==> src/rtl/tmr_pkg.sv <==
package tmr_pkg;
  localparam int ADDR_W = 3;
  localparam logic [ADDR_W-1:0] A_CTRL   = 3'd0;
  localparam logic [ADDR_W-1:0] A_PLIMIT = 3'd1;
  localparam logic [ADDR_W-1:0] A_CMP    = 3'd2;
  localparam logic [ADDR_W-1:0] A_ACT    = 3'd3;
  localparam logic [ADDR_W-1:0] A_IRQCLR = 3'd4;

  typedef struct packed {
    logic halt;
    logic restart;
    logic intr;
  } act_t;
endpackage

==> src/rtl/tmr_regs.sv <==
module tmr_regs
  import tmr_pkg::*;
#(
  parameter int CNT_W = 32
) (
  input  logic              clk,
  input  logic              rst,
  input  logic              wr_en,
  input  logic [ADDR_W-1:0] wr_addr,
  input  logic [CNT_W-1:0]  wr_data,
  input  logic              hit_event,
  output logic              run_q,
  output logic              clr_q,
  output logic [CNT_W-1:0]  plimit_q,
  output logic [CNT_W-1:0]  cmp_q,
  output act_t              act_q,
  output logic              irq_q
);
  logic wr_ctrl, wr_plim, wr_cmp, wr_act, wr_iclr;

  always_comb begin
    wr_ctrl = wr_en && (wr_addr == A_CTRL);
    wr_plim = wr_en && (wr_addr == A_PLIMIT);
    wr_cmp  = wr_en && (wr_addr == A_CMP);
    wr_act  = wr_en && (wr_addr == A_ACT);
    wr_iclr = wr_en && (wr_addr == A_IRQCLR) && wr_data[0];
  end

  always_ff @(posedge clk) begin
    if (rst) begin
      run_q    <= 1'b0;
      clr_q    <= 1'b0;
      plimit_q <= '0;
      cmp_q    <= '0;
      act_q    <= '0;
    end else begin
      if (hit_event && act_q.halt) run_q <= 1'b0;
      else if (wr_ctrl)            run_q <= wr_data[0];
      if (wr_ctrl) clr_q    <= wr_data[1];
      if (wr_plim) plimit_q <= wr_data;
      if (wr_cmp)  cmp_q    <= wr_data;
      if (wr_act)  act_q    <= act_t'(wr_data[2:0]);
    end
  end

  always_ff @(posedge clk) begin
    if (rst)                           irq_q <= 1'b0;
    else if (hit_event && act_q.intr)  irq_q <= 1'b1;
    else if (wr_iclr)                  irq_q <= 1'b0;
  end
endmodule

==> src/rtl/tmr_prescale.sv <==
module tmr_prescale #(
  parameter int CNT_W = 32
) (
  input  logic             clk,
  input  logic             rst,
  input  logic             run,
  input  logic             clr,
  input  logic [CNT_W-1:0] limit,
  output logic [CNT_W-1:0] pcount,
  output logic             tick
);
  logic at_limit;

  always_comb begin
    at_limit = (pcount >= limit);
    tick     = run && !clr && at_limit;
  end

  always_ff @(posedge clk) begin
    if (rst || clr)    pcount <= '0;
    else if (run)      pcount <= at_limit ? '0 : pcount + 1'b1;
  end
endmodule

==> src/rtl/tmr_count.sv <==
module tmr_count #(
  parameter int CNT_W = 32
) (
  input  logic             clk,
  input  logic             rst,
  input  logic             clr,
  input  logic             tick,
  input  logic             at_cmp,
  input  logic             restart_en,
  output logic [CNT_W-1:0] tcount
);
  always_ff @(posedge clk) begin
    if (rst || clr)                    tcount <= '0;
    else if (tick && restart_en && at_cmp) tcount <= '0;
    else if (tick)                     tcount <= tcount + 1'b1;
  end
endmodule

==> src/rtl/tmr_match.sv <==
module tmr_match #(
  parameter int CNT_W = 32
) (
  input  logic             clk,
  input  logic             rst,
  input  logic             clr,
  input  logic [CNT_W-1:0] tcount,
  input  logic [CNT_W-1:0] cmp,
  output logic             at_cmp,
  output logic             hit_event
);
  logic seen_q;

  always_comb begin
    at_cmp    = (tcount == cmp);
    hit_event = at_cmp && !seen_q && !clr;
  end

  always_ff @(posedge clk) begin
    if (rst) seen_q <= 1'b0;
    else     seen_q <= at_cmp;
  end
endmodule

==> src/rtl/prescaled_match_timer.sv <==
module prescaled_match_timer
  import tmr_pkg::*;
#(
  parameter int CNT_W = 32
) (
  input  logic              clk,
  input  logic              rst,
  input  logic              wr_en,
  input  logic [ADDR_W-1:0] wr_addr,
  input  logic [CNT_W-1:0]  wr_data,
  output logic              irq,
  output logic [CNT_W-1:0]  count_out,
  output logic [CNT_W-1:0]  prescale_out,
  output logic              running
);
  logic             run_q, ctrl_clr, tick, at_cmp, hit_event, irq_q;
  logic [CNT_W-1:0] plimit, match_val, pcount, tcount;
  act_t             act;
  logic             mcr_irq, mcr_rst, mcr_stop;

  tmr_regs #(.CNT_W(CNT_W)) u_regs (
    .clk(clk), .rst(rst), .wr_en(wr_en), .wr_addr(wr_addr), .wr_data(wr_data),
    .hit_event(hit_event), .run_q(run_q), .clr_q(ctrl_clr), .plimit_q(plimit),
    .cmp_q(match_val), .act_q(act), .irq_q(irq_q)
  );

  tmr_prescale #(.CNT_W(CNT_W)) u_presc (
    .clk(clk), .rst(rst), .run(run_q), .clr(ctrl_clr), .limit(plimit),
    .pcount(pcount), .tick(tick)
  );

  tmr_count #(.CNT_W(CNT_W)) u_count (
    .clk(clk), .rst(rst), .clr(ctrl_clr), .tick(tick), .at_cmp(at_cmp),
    .restart_en(mcr_rst), .tcount(tcount)
  );

  tmr_match #(.CNT_W(CNT_W)) u_match (
    .clk(clk), .rst(rst), .clr(ctrl_clr), .tcount(tcount), .cmp(match_val),
    .at_cmp(at_cmp), .hit_event(hit_event)
  );

  always_comb begin
    mcr_irq      = act.intr;
    mcr_rst      = act.restart;
    mcr_stop     = act.halt;
    irq          = irq_q;
    count_out    = tcount;
    prescale_out = pcount;
    running      = run_q;
  end
endmodule

==> config.mk <==
export PLATFORM = sky130hd
export DESIGN_NAME = prescaled_match_timer
export DESIGN_NICKNAME = d
export VERILOG_FILES = /design/src/rtl/tmr_pkg.sv /design/src/rtl/tmr_regs.sv /design/src/rtl/tmr_prescale.sv /design/src/rtl/tmr_count.sv /design/src/rtl/tmr_match.sv /design/src/rtl/prescaled_match_timer.sv
export SDC_FILE = /design/constraint.sdc
export NUM_CORES = 1
export LEC_CHECK = 0
export ABC_AREA = 0
export BUFFER_PORTS_ARGS = -buffer_cell sky130_fd_sc_hd__buf_2
export CORE_AREA = 2 2 118 149
export CTS_CLUSTER_SIZE = 25
export DETAILED_ROUTE_END_ITERATION = 6
export DIE_AREA = 0 0 120 151
export SYNTH_ARGS = -nofsm -noshare
export SYNTH_HDL_FRONTEND = slang
export SYNTH_SLANG_ARGS = --single-unit
==> constraint.sdc <==
create_clock -name clk -period 2.5 [get_ports clk]
set_input_delay 0.25 -clock clk [delete_from_list [all_inputs] [get_ports clk]]
set_output_delay 0.25 -clock clk [all_outputs]
set_load 0.05 [all_outputs]
==> results of run 1 <==
==> repair_timing <==
action | 4_1_cts | 5_1_grt
setup buffers | 5 | 5
gates resized for setup | 25 | 60
endpoints found under the setup margin | 29 | 32
cloned | 2 | 4
pin swaps | 3 | 51
==> critical path: cells and delay by family (launching register included) <==
| family | cells | cell delay, ps |
|---|---|---|
| AND/OR/NAND/NOR | 5 | 1230 |
| AO/OA/AOI/OAI | 2 | 440 |
| buffers and inverters | 3 | 380 |
| flip-flops | 1 | 330 |
| adder cells (fa/ha/maj) | 1 | 260 |
==> Yosys cell counts (2+ instances only) <==
master / number
xnor2_1: 11
nor4_1: 13
ha_1: 34
and2_1: 2
dfxtp_1: 135
or3_1: 6
nor3_1: 7
or4_1: 22
mux2i_1: 5
nor2b_1: 3
a21oi_1: 106
nor2_1: 57
buf_2: 2
and3_1: 8
o2111ai_1: 2
and4_1: 7
nand4_1: 21
nand3_1: 20
clkbuf_1: 36
o31ai_1: 19
o21ai_0: 17
inv_1: 39
xor2_1: 57
nand2b_1: 3
nand3b_1: 2
nand2_1: 167
==> registers in the layout, indices dropped and copies added, names as in the netlist <==
name and count:
u_regs.clr_q 1, u_regs.cmp_q 32, u_regs.irq_q 1, u_count.tcount 32
u_match.seen_q 1, u_regs.plimit_q 32, u_regs.act_q 3, u_regs.run_q 1
u_presc.pcount 32
==> per-layer routing <==
metal | GRT usage | up-vias | routed length (um)
met2 | 0.365 | 137 | 9860
met4 | 0.0806 | 0 | 437
li1 | - | 3151 | -
met1 | 0.262 | 2924 | 8640
met3 | 0.0350 | 30 | 677
met5 | 0 | - | 0
==> through the flow <==
stage	area (um^2)	worst slack [ps]	hold slack (ps)	TNS (ps)	instances
2_1_floorplan	6650	0.130	386	0	818
3_3_place_gp	7780	-102	428	-2260	1164
3_5_place_dp	7780	-146	433	-3410	1164
4_1_cts	8610	-97.2	72.6	-1940	1202
5_1_grt	8970	-294	80.5	-7100	1211
6_report	8970	-216	75.0	-4560	1211
==> cell type report <==
type | instances | area, um^2 | area share
multi-input cells | 605 | 3940 | 0.439
inverters | 39 | 146 | 0.0163
clock inverters | 6 | 61.3 | 0.00683
well taps | 220 | 275 | 0.0307
clock buffers | 26 | 531 | 0.0591
flip-flops and latches | 135 | 2770 | 0.309
repair buffers | 180 | 1240 | 0.139
==> cell families after synthesis <==
kind of cell / after synthesis
muxes: 5
AOI/OAI and AO/OA: 153
and+or+nand+nor: 345
buffers and inverters: 78
adders and majority gates: 34
xor gates and xnor gates: 68
DFF: 135
==> how the worst min path moves through the flow <==
stage,startpoint,to,cells past startpoint
finish,wr_data[20],u_regs.plimit_q[20],3
global placement,u_regs.act_q[2],u_regs.run_q,1
floorplan,wr_data[10],u_regs.plimit_q[10],2
detailed placement,u_regs.act_q[2],u_regs.run_q,1
global route,wr_data[4],u_regs.plimit_q[4],3
CTS,wr_data[20],u_regs.plimit_q[20],3
==> power by group through the flow <==
stage	clock [mW]	sequential, mW	combinational (mW)
final	2.48	2.19	0.311
after global routing	2.62	2.19	0.338
after CTS	2.51	2.19	0.292
after detailed placement	0	2.24	0.263
after global placement	0	2.24	0.263
after floorplan	0	2.24	0.146
==> impl_metrics.yaml, run 1 <==
run_status:
  status: "complete, but fails checks"
  violations: "negative setup slack"
job:
  maxCapViolations: 0
pwr:
  netSwitchingPower_mw: 1.13
  pwr-share-clk: 0.498
  power_density_nw_per_um2: 555
  peakVddDrop_uv: 458
  swShare: 0.226
  power.share.sequential: 0.440
  combPwrFrac: 0.062
  power_mw: 4.98
  intPower_mw: 3.85
  p_leak_nw: 3.74
finish:
  syn2layout_area_growth_pct: 36.7
  layout_commonest_cell: "nand2_1"
  fill_cells: 1584
  layout_common_cells: "167 x nand2_1, 103 x buf_2, 94 x a21oi_1"
  antennaDiodeCount: 0
  drive_gt1_frac: 0.323
  final_core_util: 0.539
  layout.nets: 1050
synthesis:
  synthSimpleGateAreaFrac: 0.248
  synth_cell_types: 43
  synth_top_family_by_area: "simple AND/OR/NAND/NOR gates"
  muxShareOfSynthArea: 0.00762
  synth_nets: 890
  netlist_instances: 818
  ys_warn_count: 0
  synth_adder_area_share: 0.0648
  synth_edf_count: 0
  netlist_area_um2: 6560
  synth.area.top_cells: "dfxtp_1 41%, nand2_1 9.6%, a21oi_1 8.1%"
  synth_top_area_cell: "dfxtp_1"
  avgSynthCellArea_um2: 8.02
  synth_ff_type: "dfxtp_1"
  yosysSeqAreaShare: 0.412
  yosysTopAreaCellShare: 0.412
  synth_xor_area_frac: 0.0907
  synth_compound_area_frac: 0.131
  ys_seq_elements: 135
  async_flop_share: 0
grt:
  grt_pass1_vias: 5733
  track_usage: 0.211
  grt_pass1_wl_um: 29800
  antenna_found_initial: 0
  overflow: 0
  grt_max_degree: 74
floorplan:
  core_um2: 16600
  die_y_um: 151
  die_area_um2: 18100
  initial_core_util: 0.394
  io-pin-count: 104
  row_count: 53
  die_x_um: 120
sta:
  finalClockSkew_ps: 7.69
  fin_crit_sh: 1.09
  fin_crit_ps: 2720
  worst_pin_slew_ps: 780
  hold_viol: 0
  fin_ws_ps: -216
  fmax_mhz: 368
  rsz0062_at_grt: "yes"
  drv_slew: 0
  max-slew-margin-rel: 0.480
  setup_viol: 31
cts:
  cts_made_buffers: 17
  clkLatencyLatePin_ps: 420
  clockBufferDepth: 2
  htree_levels: 4
  clk_pin_slew_worst_paths_ps: 60
  hold_buffers: 0
  root_buffer: "clkbuf_16"
  cts_tree: "yes"
  clkSinkCount: 135
worst_setup_path:
  cp-startpoint: "u_regs.plimit_q[25]"
  critPathMaxStageDelay_ps: 490
  cp.required_ps: 2850
  crit_arrival_ps: 3070
  r2r-end: "u_count.tcount[17]"
  worstReg2RegStart: "u_regs.plimit_q[25]"
  critPathKind: "flip-flop to flip-flop"
  r2r_setup_slack_ps: -220
  ff2ff_path_depth: 11
  crit_path_end: "u_count.tcount[17]"
  cp_slowest_cell: "or4_1"
  worstPathCellList: "inv_2 -> ha_4 -> nand4_1 -> nor3_2 -> nand2_1 -> a311oi_4 -> buf_6 -> nor2_4 -> clkbuf_16 -> or4_1 -> a21oi_1"
  crit_path_end_kind: "flip-flop"
  startpoint_type: "flip-flop"
  worstPathMaxFanout: 6
drt:
  drtIter0Drc: 340
  vias: 6242
  drt-pass1-iter-count: 4
  ant_nets: 0
  wl_per_cell_um: 16.2
  vias_per_cell: 5.15
  drc: 0
  routed_wl_um: 19600
placed_design:
  place_congestion: 0.855
  io_buffer_count: 103
  detailedPlacementHpwl_um: 13600
hold_path:
  hp-class: "input pin to flip-flop"
Note: power is estimated with default switching activity, not from simulation.
==> run 2: changes to the inputs <==
Settings changed: BUFFER_PORTS_ARGS -buffer_cell sky130_fd_sc_hd__buf_2 to default, CELL_PAD_IN_SITES_DETAIL_PLACEMENT from default to 1, CELL_PAD_IN_SITES_GLOBAL_PLACEMENT from default to 1, DONT_BUFFER_PORTS from default to 1, PLACE_DENSITY_LB_ADDON from default to 0.1.
==> impl_metrics.yaml, run 2 (synthesized netlist as in run 1, its figures left out) <==
job:
  maxCapViolations: 0
floorplan:
  die_x_um: 120
  initial_core_util: 0.394
  die_area_um2: 18100
  core_um2: 16600
  io-pin-count: 104
  row_count: 53
  die_y_um: 151
pwr:
  p_leak_nw: 3.53
  peakVddDrop_uv: 457
  power_density_nw_per_um2: 571
placed_design:
  place_congestion: 0.853
  io_buffer_count: 0
  pre_cts_ws_ps: -250
  placed_area_um2: 7470
  dp.cells: 1087
  detailedPlacementHpwl_um: 16100
sta:
  drv_slew: 0
  finalClockSkew_ps: 26.4
  worst_pin_slew_ps: 605
  fin_ws_ps: -173
  fin_crit_sh: 1.07
  max-slew-margin-rel: 0.597
  rsz0062_at_grt: "yes"
  fin_crit_ps: 2670
  setup_viol: 32
  hold_viol: 0
  fmax_mhz: 374
finish:
  fin_cells: 1168
  layout_common_cells: "166 x nand2_1, 91 x buf_4, 91 x dfxtp_1"
  final_cell_area_um2: 9080
  drive_gt1_frac: 0.274
  layout.nets: 1007
  antennaDiodeCount: 0
  layout_commonest_cell: "nand2_1"
  syn2layout_area_growth_pct: 38.4
drt:
  vias_per_cell: 5.49
  routed_wl_um: 23900
  ant_nets: 0
  vias: 6408
  wl_per_cell_um: 20.5
  drtIter0Drc: 267
  drc: 0
  drt-pass1-iter-count: 4
run_status:
  violations: "negative setup slack"
  status: "complete, but fails checks"
worst_setup_path:
  startpoint_type: "flip-flop"
  r2r_setup_slack_ps: -170
  critPathKind: "flip-flop to flip-flop"
  worstPathMaxFanout: 6
  ff2ff_path_depth: 10
  cp.required_ps: 2870
  crit_path_end_kind: "flip-flop"
  crit_arrival_ps: 3040
cts:
  htree_levels: 4
  root_buffer: "clkbuf_16"
  clockBufferDepth: 2
  cts_made_buffers: 17
  clkLatencyLatePin_ps: 440
  clk_pin_slew_worst_paths_ps: 70
  cts_tree: "yes"
  clkSinkCount: 135
grt:
  overflow: 0
  track_usage: 0.251
  grt_pass1_vias: 6722
  grt_pass1_wl_um: 35300
  antenna_found_initial: 0
  grt_max_degree: 74
hold_path:
  hp-class: "input pin to flip-flop"
  hold_depth: 2
## run 2: worst max-delay path: stages, from the launching register on
cell and delay (ps):
dfxtp_2 340, inv_2 50, ha_4 270, nand4_1 210
nor2_1 300, a221oi_4 110, a311oi_4 370, nor2_4 140
buf_6 160, or4_1 500, a21oi_1 150
## run 2: report_power, final
group	leakage (nW)	switching (mW)	internal (mW)
registers	1.11	0.0199	2.17
clock network	0.307	0.952	1.71
logic	2.11	0.189	0.141
## run 2: path summary, 6_finish.rpt
check,startpoint,to
worst max-delay path,u_regs.plimit_q[27],u_count.tcount[17]
worst min-delay path,wr_data[18],u_regs.plimit_q[18]
worst max register to register,u_regs.plimit_q[27],u_count.tcount[17]
worst min register to register,u_regs.plimit_q[12],u_regs.plimit_q[12]
## run 2: layout make-up
cell class	instances	area (um^2)
Clock inverter	5	80.1
Multi-Input combinational cell	605	4000
Clock buffer	27	554
Timing Repair Buffer	137	1260
Tap cell	220	275
Fill cell	1966	7560
Sequential cell	135	2770
Inverter	39	146
## run 2: stage by stage
stage           util  power, mW  hold WS, ps  setup TNS, ps
4_1_cts        0.521       5.18         10.7          -3170
2_1_floorplan      -       2.38          386              0
5_1_grt        0.546       5.35         7.08          -9340
6_report       0.546       5.19         34.1          -4370
3_3_place_gp   0.449       2.44          332          -2740
3_5_place_dp   0.449       2.45          336          -5940
## run 2: what timing repair did
item                                   CTS  global route
resized for setup                       30            63
buffers inserted                         6             2
gates cloned                             0             7
hold buffers                            34             0
endpoints found under the hold margin   73             0
setup endpoints to repair               32            64
pin swaps                               14            48
## run 2: per-layer routing
layer | track usage | part of all wire | vias up
li1 | - | - | 3051
met1 | 0.285 | 0.40 | 3144
met3 | 0.0569 | 0.040 | 51
met2 | 0.449 | 0.53 | 162
met4 | 0.106 | 0.037 | 0
met5 | 0 | 0 | -
==> run 3: changes to the inputs <==
Settings changed: PLACE_DENSITY from default to 0.75, PLACE_DENSITY_LB_ADDON 0.1 to default.
==> impl_metrics.yaml, run 3 (synthesized netlist as in run 1, its figures left out) <==
grt:
  antenna_found_initial: 0
  grt_pass1_vias: 7069
  grt_pass1_wl_um: 38600
  grt_max_degree: 74
  track_usage: 0.276
  overflow: 0
placed_design:
  io_buffer_count: 0
  place_congestion: 0.883
  placed_area_um2: 7460
  detailedPlacementHpwl_um: 16000
drt:
  wl_per_cell_um: 22.5
  ant_nets: 0
  vias: 6621
  drtIter0Drc: 379
  drc: 0
  routed_wl_um: 26500
  drt-pass1-iter-count: 5
  vias_per_cell: 5.63
cts:
  cts_made_buffers: 17
  clkLatencyLatePin_ps: 440
  clockBufferDepth: 2
  clk_pin_slew_worst_paths_ps: 70
  cts_tree: "yes"
  root_buffer: "clkbuf_16"
  clkSinkCount: 135
  htree_levels: 4
sta:
  fin_ws_ps: -323
  max-slew-margin-rel: 0.609
  rsz0062_at_grt: "yes"
  fin_crit_sh: 1.13
  fmax_mhz: 354
  finalClockSkew_ps: 17.7
  fin_crit_ps: 2820
  drv_slew: 0
  setup_tns_ps: -6380
  setup_viol: 32
  worst_pin_slew_ps: 587
  hold_viol: 0
worst_setup_path:
  critPathKind: "flip-flop to flip-flop"
  cp.required_ps: 2870
  crit_path_end: "u_count.tcount[30]"
  cp-startpoint: "u_regs.plimit_q[27]"
  path_depth: 10
  r2r-end: "u_count.tcount[30]"
  worstReg2RegStart: "u_regs.plimit_q[27]"
  worstPathMaxFanout: 4
  critPathBufInv: 2
  crit_family: "simple AND/OR/NAND/NOR gates"
  worstPathCellList: "inv_1 -> ha_4 -> nand4_1 -> nor2_2 -> a221oi_4 -> a311oi_4 -> buf_4 -> o2111ai_4 -> or4_4 -> a21oi_2"
  crit_path_end_kind: "flip-flop"
  critPathMaxStageDelay_ps: 520
  cp_slowest_cell: "or4_4"
  ff2ff_path_depth: 10
  r2r_setup_slack_ps: -320
  crit_arrival_ps: 3190
  startpoint_type: "flip-flop"
finish:
  layout_commonest_cell: "nand2_1"
  syn2layout_area_growth_pct: 42.2
  layout_common_cells: "164 x nand2_1, 92 x buf_4, 92 x dfxtp_1"
  final_cell_area_um2: 9330
  layout.nets: 1014
  drive_gt1_frac: 0.311
  antennaDiodeCount: 0
pwr:
  pwr-share-clk: 0.474
  intPower_mw: 3.64
  peakVddDrop_uv: 472
  power_density_nw_per_um2: 522
  combPwrFrac: 0.075
  p_leak_nw: 3.58
  netSwitchingPower_mw: 1.23
  swShare: 0.253
  power.share.sequential: 0.451
floorplan:
  die_x_um: 120
  row_count: 53
  io-pin-count: 104
  die_area_um2: 18100
  die_y_um: 151
  core_um2: 16600
  initial_core_util: 0.394
job:
  maxCapViolations: 0
hold_path:
  worstHoldStart: "wr_data[0]"
  hp-class: "input pin to flip-flop"
run_status:
  status: "complete, but fails checks"
  violations: "negative setup slack"
## run 3: layout make-up
cell class / instances / area (um^2)
clock buffer: 23 / 468
clock inverter: 9 / 52.6
fill: 1906 / 7310
inverter: 39 / 146
multi-input combinational: 605 / 4240
sequential: 135 / 2770
tap: 220 / 275
timing repair buffer: 144 / 1380
## run 3: layer usage
metal,part of all wire,global-route usage,vias up,wire (um)
li1,-,-,3063,-
met1,0.38,0.300,3273,10000
met2,0.54,0.512,220,14200
met3,0.052,0.0572,65,1380
met4,0.034,0.127,0,905
met5,0,0,-,0
## run 3: worst min path at each step
stage / to / slack, ps / cells after the start
floorplan: u_regs.plimit_q[10] / 390 / 2
global placement: u_regs.plimit_q[17] / 330 / 1
detailed placement: u_regs.plimit_q[12] / 340 / 1
CTS: u_regs.run_q / 30 / 2
global route: u_regs.run_q / 50 / 2
finish: u_regs.run_q / 30 / 2
## run 3: metrics by stage
step	total power, mW	util	instances	setup slack, ps	hold WS, ps
5_1_grt	5.01	0.561	1175	-399	50.1
6_report	4.87	0.561	1175	-323	31.3
4_1_cts	4.80	0.529	1166	-212	29.2
3_3_place_gp	2.43	0.448	1085	-129	332
2_1_floorplan	2.38	-	818	0.130	386
3_5_place_dp	2.44	0.448	1085	-245	336
## run 3: power by group through the flow
stage | Sequential [mW] | Combinational [mW] | Clock (mW)
finish | 2.19 | 0.364 | 2.31
global route | 2.20 | 0.387 | 2.43
CTS | 2.19 | 0.323 | 2.28
detailed placement | 2.24 | 0.201 | 0
global placement | 2.24 | 0.193 | 0
floorplan | 2.24 | 0.146 | 0
## run 3: what timing repair did
item	CTS	global route
gates cloned	4	4
setup endpoints to repair	33	34
endpoints found under the hold margin	73	0
buffers inserted	11	10
pin swaps	13	69
hold buffers	34	0
gates resized for setup	60	95
